**config.mk**
```make
export PLATFORM = sky130hd
export DESIGN_NAME = hw_mutex_arb
export DESIGN_NICKNAME = d
export VERILOG_FILES = /design/src/rtl/hw_mutex_pkg.sv /design/src/rtl/mtx_bus_decode.sv /design/src/rtl/mtx_lowest_pick.sv /design/src/rtl/mtx_lock_core.sv /design/src/rtl/hw_mutex_arb.sv
export SDC_FILE = /design/constraint.sdc
export NUM_CORES = 1
export LEC_CHECK = 0
export ABC_AREA = 1
export BUFFER_PORTS_ARGS = -buffer_cell sky130_fd_sc_hd__buf_2
export CAP_MARGIN = 5
export CORE_UTILIZATION = 25
export DETAILED_ROUTE_END_ITERATION = 16
export PLACE_DENSITY = 0.52
export SYNTH_ARGS = -nofsm -noshare
export SYNTH_HDL_FRONTEND = slang
export SYNTH_SLANG_ARGS = --single-unit
```
**constraint.sdc**
```tcl
create_clock -name clk -period 4.1 [get_ports clk]
set_input_delay 0.205 -clock clk [delete_from_list [all_inputs] [get_ports clk]]
set_output_delay 0.205 -clock clk [all_outputs]
set_load 0.1 [all_outputs]
```
**src/rtl/hw_mutex_pkg.sv**
```systemverilog
package hw_mutex_pkg;
  // word index of each register on the bus
  localparam int unsigned WORD_REQUEST = 0;
  localparam int unsigned WORD_GRANT   = 1;
endpackage

```
**src/rtl/mtx_bus_decode.sv**
```systemverilog
module mtx_bus_decode
  import hw_mutex_pkg::*;
#(
  parameter int unsigned N_AGENTS = 32,
  parameter int unsigned ADDR_W   = 2
) (
  input  logic                bus_wr,
  input  logic [ADDR_W-1:0]   bus_addr,
  input  logic [N_AGENTS-1:0] bus_wdata,
  input  logic [N_AGENTS-1:0] req_q,
  input  logic [N_AGENTS-1:0] gnt_q,
  output logic [N_AGENTS-1:0] set_vec,
  output logic [N_AGENTS-1:0] gnt_wr_vec,
  output logic [N_AGENTS-1:0] bus_rdata
);
  localparam logic [ADDR_W-1:0] A_REQ = ADDR_W'(WORD_REQUEST);
  localparam logic [ADDR_W-1:0] A_GNT = ADDR_W'(WORD_GRANT);

  logic hit_req, hit_gnt;

  always_comb begin
    hit_req    = (bus_addr == A_REQ);
    hit_gnt    = (bus_addr == A_GNT);
    set_vec    = (bus_wr && hit_req) ? bus_wdata : '0;
    gnt_wr_vec = (bus_wr && hit_gnt) ? bus_wdata : '0;
    if (hit_req)      bus_rdata = req_q;
    else if (hit_gnt) bus_rdata = gnt_q;
    else              bus_rdata = '0;
  end
endmodule

```
**src/rtl/mtx_lowest_pick.sv**
```systemverilog
module mtx_lowest_pick #(
  parameter int unsigned N_AGENTS = 32
) (
  input  logic [N_AGENTS-1:0] cand,
  output logic [N_AGENTS-1:0] pick
);
  // seen[i] is set when any candidate below index i exists
  logic [N_AGENTS:0] seen;

  assign seen[0] = 1'b0;

  for (genvar i = 0; i < N_AGENTS; i++) begin : g_chain
    assign seen[i+1] = seen[i] | cand[i];
    assign pick[i]   = cand[i] & ~seen[i];
  end
endmodule

```
**src/rtl/mtx_lock_core.sv**
```systemverilog
module mtx_lock_core #(
  parameter int unsigned N_AGENTS = 32
) (
  input  logic                clk,
  input  logic                rst_n,
  input  logic [N_AGENTS-1:0] set_vec,
  input  logic [N_AGENTS-1:0] gnt_wr_vec,
  output logic [N_AGENTS-1:0] req_q,
  output logic [N_AGENTS-1:0] gnt_q
);
  logic [N_AGENTS-1:0] req_d, gnt_d;
  logic [N_AGENTS-1:0] withdraw, cand, pick, award;
  logic                free, release_hit, upd_en;

  mtx_lowest_pick #(.N_AGENTS(N_AGENTS)) u_pick (
    .cand (cand),
    .pick (pick)
  );

  always_comb begin
    free        = ~|gnt_q;
    release_hit = |(gnt_wr_vec & gnt_q);
    withdraw    = gnt_wr_vec & ~gnt_q;
    cand        = req_q & ~withdraw;
    award       = free ? pick : '0;
    req_d       = (req_q | set_vec) & ~withdraw & ~award;
    if (release_hit) gnt_d = '0;
    else if (free)   gnt_d = award;
    else             gnt_d = gnt_q;
    upd_en      = (|set_vec) | (|gnt_wr_vec) | (free & (|req_q));
  end

  always_ff @(posedge clk or negedge rst_n) begin
    if (!rst_n) begin
      req_q <= '0;
      gnt_q <= '0;
    end else if (upd_en) begin
      req_q <= req_d;
      gnt_q <= gnt_d;
    end
  end
endmodule

```
**src/rtl/hw_mutex_arb.sv**
```systemverilog
module hw_mutex_arb #(
  parameter int unsigned N_AGENTS = 32,
  parameter int unsigned ADDR_W   = 2
) (
  input  logic                clk,
  input  logic                rst_n,
  input  logic                bus_wr,
  input  logic [ADDR_W-1:0]   bus_addr,
  input  logic [N_AGENTS-1:0] bus_wdata,
  output logic [N_AGENTS-1:0] bus_rdata
);
  logic [N_AGENTS-1:0] set_vec, gnt_wr_vec, req_q, gnt_q;

  mtx_bus_decode #(.N_AGENTS(N_AGENTS), .ADDR_W(ADDR_W)) u_dec (
    .bus_wr     (bus_wr),
    .bus_addr   (bus_addr),
    .bus_wdata  (bus_wdata),
    .req_q      (req_q),
    .gnt_q      (gnt_q),
    .set_vec    (set_vec),
    .gnt_wr_vec (gnt_wr_vec),
    .bus_rdata  (bus_rdata)
  );

  mtx_lock_core #(.N_AGENTS(N_AGENTS)) u_core (
    .clk        (clk),
    .rst_n      (rst_n),
    .set_vec    (set_vec),
    .gnt_wr_vec (gnt_wr_vec),
    .req_q      (req_q),
    .gnt_q      (gnt_q)
  );
endmodule

```
* Yosys cells after proc, flatten, opt, wreduce, memory -nomap -nowiden *
Cells that the tools add are included.

storage, ports and cells
  logic and storage cells = 125
  output and inout bits = 32
  register bits = 64

cells by class
  mux-type cells = 7
  reduce and logical (&&, ||, !) cells = 10
  equal/unequal tests = 2
  bitwise gates (word level) = 104

operator list
  operator              count
  $mux W32              7
  $and A32 B32 Y32      5
  $reduce_or A32 Y1     5
  $not A32 Y32          3
  $and A1 B1 Y1         32
  $or A1 B1 Y1          32
  $or A32 B32 Y32       1
  $not A1 Y1            31
  $eq A2 B1 Y1 const B  1
  $logic_and A1 B1 Y1   2
  $logic_not A2 Y1      1
  $ne A2 B1 Y1 const B  1
  $reduce_and A2 Y1     1
  $logic_not A1 Y1      1

* Logic depth before layout (Yosys ltp) *
  depth after elaboration = 41
  depth in mapped cells = 19
  depth with buffers taken out = 19

* By module *
Synthesis repeated with hierarchy kept, for this count alone.

unflattened totals
  cells, all modules = 889
  area, all modules = 5305.1 um^2

by module, submodules not included
  module           cells an instance  times used  sequential area each (um^2)  area each (um^2)
  mtx_lock_core    594                1           1601.5                       3868.7
  mtx_bus_decode   212                1           0.0                          925.9
  mtx_lowest_pick  83                 1           0.0                          510.5

* Least setup slack after synthesis *
Ideal clock, no wire load.

  kind = input port to output port
  start = input port bus_addr[1]
  end = output port bus_rdata[29]
  path slack = 1.134 ns
  path buffers = 1
  stages on the path = 4
  data arrival time = 2.761 ns
  path through = inv_1 -> nand2_1 -> clkbuf_1 -> o21ai_0

on the way
  longest elaborated chain between the ends = 3
  elaborated cells on any way between the ends = 4
  those cells by class = eq/ne (1); mux (2); reduce/logical (1)

ends and longest elaborated chain
  element       RTL line              RTL
  from (decl)   hw_mutex_arb.sv:8     input logic [ADDR_W-1:0] bus_addr,
  $eq A2 B1 Y1  mtx_bus_decode.sv:23  hit_gnt = (bus_addr == A_GNT);
  $mux W32      mtx_bus_decode.sv:27  else if (hit_gnt) bus_rdata = gnt_q;
  $mux W32 (*)  mtx_bus_decode.sv:26  if (hit_req) bus_rdata = req_q;
  to (decl)     hw_mutex_arb.sv:10    output logic [N_AGENTS-1:0] bus_rdata

Every way passes the cells marked *; elsewhere a longest branch is shown, timed or not.

* Worst setup path in the final report *
  start = register u_core.gnt_q[4]
  end = register u_core.gnt_q[3]

on the way
  longest elaborated chain between the ends = 5
  elaborated cells on any way between the ends = 11
  those cells by class = eq/ne (1); mux (3); bitwise (3); reduce/logical (4)

ends and longest elaborated chain
  element                      RTL line             RTL
  from (decl)                  mtx_lock_core.sv:9   output logic [N_AGENTS-1:0] gnt_q
  from (signal assigned)       mtx_lock_core.sv:39  gnt_q <= gnt_d;
  $reduce_or A32 Y1            mtx_lock_core.sv:21  free = ~|gnt_q;
  $logic_not A1 Y1             mtx_lock_core.sv:21
  $and A1 B1 Y1                mtx_lock_core.sv:30  upd_en = (|set_vec) | (|gnt_wr_vec) | (free & (|req_q));
  $or A1 B1 Y1                 mtx_lock_core.sv:30
  $reduce_and A2 Y1 (no line)  n/a

Several ways; a longest one is shown, not always the timed one. The select of a mux whose other input is x is not followed.
A chain may end at the register's enable or synchronous reset.

==> results by group <==
Clock network
  – Clock buffers created by TritonCTS: 9
  – Clk buf depth: 2
  – Clock Pin Slew Worst Setup and Hold Paths: 0.06 ns
  – Cts repair resizes: 0
  – Worst-Skew Late Latency: 0.35 ns
  – Postcts setup bufs: 0
  – Hold buffer count at cts: 0
  – Root Buffer: clkbuf_16
  – CTS sink cnt: 64
  – H-tree depth: 3
  – TritonCTS clock tree: built

Floorplanning
  – # rows: 47
  – Ports: 69
  – Die Wd: between 100 and 150 um
  – Chip Height: 133 um
  – Initial Utilization: 0.259
  – Core area: 16,700 um2
  – DIE AREA: about 18,000 um2

Drt
  – Total wire length: 16,200 um
  – Post-route antenna net violation count: 0
  – Vias per inst: 5.09
  – DRC viols: 0
  – DR pass1 iterations: 5
  – DR vias: 4,666
  – 1st-iter DRT viols: 353
  – Wirelength per Cell: 17.7 um

Timing
  – Fin Setup TNS: 0 ns
  – Final Worst Setup Slack: 1.29 ns
  – RSZ-0062 raised after global routing: no
  – Fmax: 356 MHz
  – Slew @ Worst Pin: 1.00 ns
  – Period minus WS final: 2.81 ns
  – Hold Violations, Final: 0
  – Final Skew: slightly above 0.007 ns
  – Slew Viols, Final: 0
  – Final setup vio count: 0
  – Rel. slew slack: 0.333
  – Final worst-path cycle share: 0.686

Synthesis
  – Mapped Area: 4320 um2
  – Commonest cells in the netlist: 128 x inv_1, 87 x nand2_1, 83 x nor2_1
  – Most area-hungry cell type in the Yosys netlist: dfrtp_1
  – Avg Inst Size Synth: approximately 6.9 um2
  – Netlist cell types: 38
  – EDFF count, synth: 0
  – Mapped Nets: 662
  – Yosys warning total: 0
  – Ys flop type: dfrtp_1
  – Post-synthesis cell count: 625
  – Yosys top cell area share: 0.371
  – Most frequent cell after synthesis: inv_1
  – Post-synthesis sequential area ratio: 0.371
  – Async S/R FF share, synth: 1.00
  – Flops & latches, synth: 64
  – Synth top area cells: dfrtp_1 37%, inv_1 11%, nand2_1 7.6%

Cells and area
  – Filler cells: 1,865
  – Syn-to-layout area delta: 21.1%
  – Multi-input gate area: 2150 um2
  – Register area: 1600 um2
  – Layout cell share with drive strength beyond 1: 0.161
  – Post-layout net count: about 730
  – N_diodes: 0

Power and ir drop
  – Static leakage power: 2.59 nW
  – Clock share of power: 0.269
  – Switching Fraction: 0.490
  – Maximum vdd ir drop: 0.000220 V
  – Pwr Density: a little over 600 nW/um2
  – Internal: ~0.0016 W
  – Switching power: 0.00155 W
  – Combinational Power Share: 0.464
  – Reg power frac: 0.267

Global routing
  – Number of global-route vias before repair: 4,608
  – Largest net degree at the start of global routing: 42
  – GRT Total Usage: 0.187
  – GRT overflow: 0
  – Initial antenna violation count: 0
  – First-pass GRT wire length: 25,200 um

Placement
  – GPL Wtd Cong: ~0.88
  – Port Buffers: 68
  – Post-DP HPWL: roughly 12,000 um
  – Place WS: 0.998 ns

Outcome
  – Status: finished clean

Setup path
  – Crit path launch type: flip-flop
  – CP Class: reg2reg
  – Worst Path Required: 4.32 ns
  – Crit end category: flip-flop
  – Worst Path Arrival: a little over 3 ns
  – Crit-path max FO: 20

Run
  – Max cap viols: 0

Min path
  – HP Class: in2async
logic make-up (layout without fill, tap and decap cells):
logic type             after synthesis  in the layout  share of synthesized area
AOI/OAI and AO/OA                  137            137                      0.197
buffers and inverters              151            223                      0.132
DFF                                 64             64                      0.371
and+or+nand+nor                    273            273                      0.300
registers in the layout (all words and copies together) (netlist names):
signal / cells
u_core.gnt_q: 32
u_core.req_q: 32
cell usage in the layout (no fill, tap or decap), types with 2 or more instances in the layout:
cell       instances
nand3_1           31
a21oi_1           18
clkbuf_16          9
a22oi_1            2
dfrtp_1           64
buf_4              6
nand2_2            2
inv_1            128
o22ai_1           43
a41oi_1            2
nor3_1            12
bufinv_16          2
nor2_2             4
buf_2             68
nor2_4             3
o2111ai_1          5
nor4_1            16
o221ai_1           2
o21ai_1            4
inv_2              5
nand4_1           23
a221oi_1           4
o21bai_1          14
nor2_1            83
nand4_2            3
nand2_1           87
a31oi_1            7
nand3_2            2
clkinv_2           3
nor3b_1            2
o21ai_0           32
final cells by class:
type	instances	share of cell area
clock buffer	10	0.0457
tap	220	0.0526
clock inverter	6	0.0158
inverter	133	0.0955
timing repair buffer	74	0.0737
multi-input combinational	410	0.411
sequential	64	0.306
routing by layer:
metal / vias up / wire length [um] / track usage
met5: - / 0 / 0
met4: 0 / 333 / 0.0593
met3: 32 / 932 / 0.0396
met2: 174 / 7680 / 0.307
met1: 2213 / 7250 / 0.245
li1: 2247 / - / -
stage by stage:
stage	cells	hold slack, ns	area, um2	total power [W]	util
after detailed placement	901	0.426	4910	0.00230	0.294
after global placement	901	0.442	4910	0.00230	0.294
after CTS	917	0.0564	5230	0.00316	0.313
after global routing	917	0.0918	5230	0.00333	0.313
final	917	0.0129	5230	0.00316	0.313
after floorplan	625	-0.0906	4320	0.00187	-
power by group through the flow:
stage	clock, W	sequential (W)	combinational (W)
floorplan	0	0.000827	0.00105
global placement	0	0.000854	0.00145
detailed placement	0	0.000850	0.00145
CTS	0.000865	0.000841	0.00145
global route	0.000890	0.000860	0.00158
finish	0.000852	0.000846	0.00147
final timing paths:
path,start,to,slack [ns],depth (start not counted)
worst max-delay path,u_core.gnt_q[4]$_DFFE_PN0P_,u_core.gnt_q[3]$_DFFE_PN0P_,1.29,10
worst min-delay path,rst_n,u_core.req_q[26]$_DFFE_PN0P_,0.01,1
worst max register to register,u_core.gnt_q[4]$_DFFE_PN0P_,u_core.gnt_q[3]$_DFFE_PN0P_,1.29,10
worst min register to register,u_core.req_q[30]$_DFFE_PN0P_,u_core.req_q[30]$_DFFE_PN0P_,0.48,2
max in group asynchronous,rst_n,u_core.gnt_q[15]$_DFFE_PN0P_,3.19,2
min in group clk,bus_wdata[5],u_core.req_q[5]$_DFFE_PN0P_,0.14,3
worst max-delay path, cell delays in order (launching register included):
cell and delay [ns]:
dfrtp_1 0.36, inv_1 0.16, nand4_1 0.15, nor4_1 0.39
nand4_1 0.16, buf_4 0.27, nand3_1 0.12, nand2_1 0.05
inv_1 0.55, buf_4 0.35, o21ai_0 0.11
(Power assumes the default switching activity.)
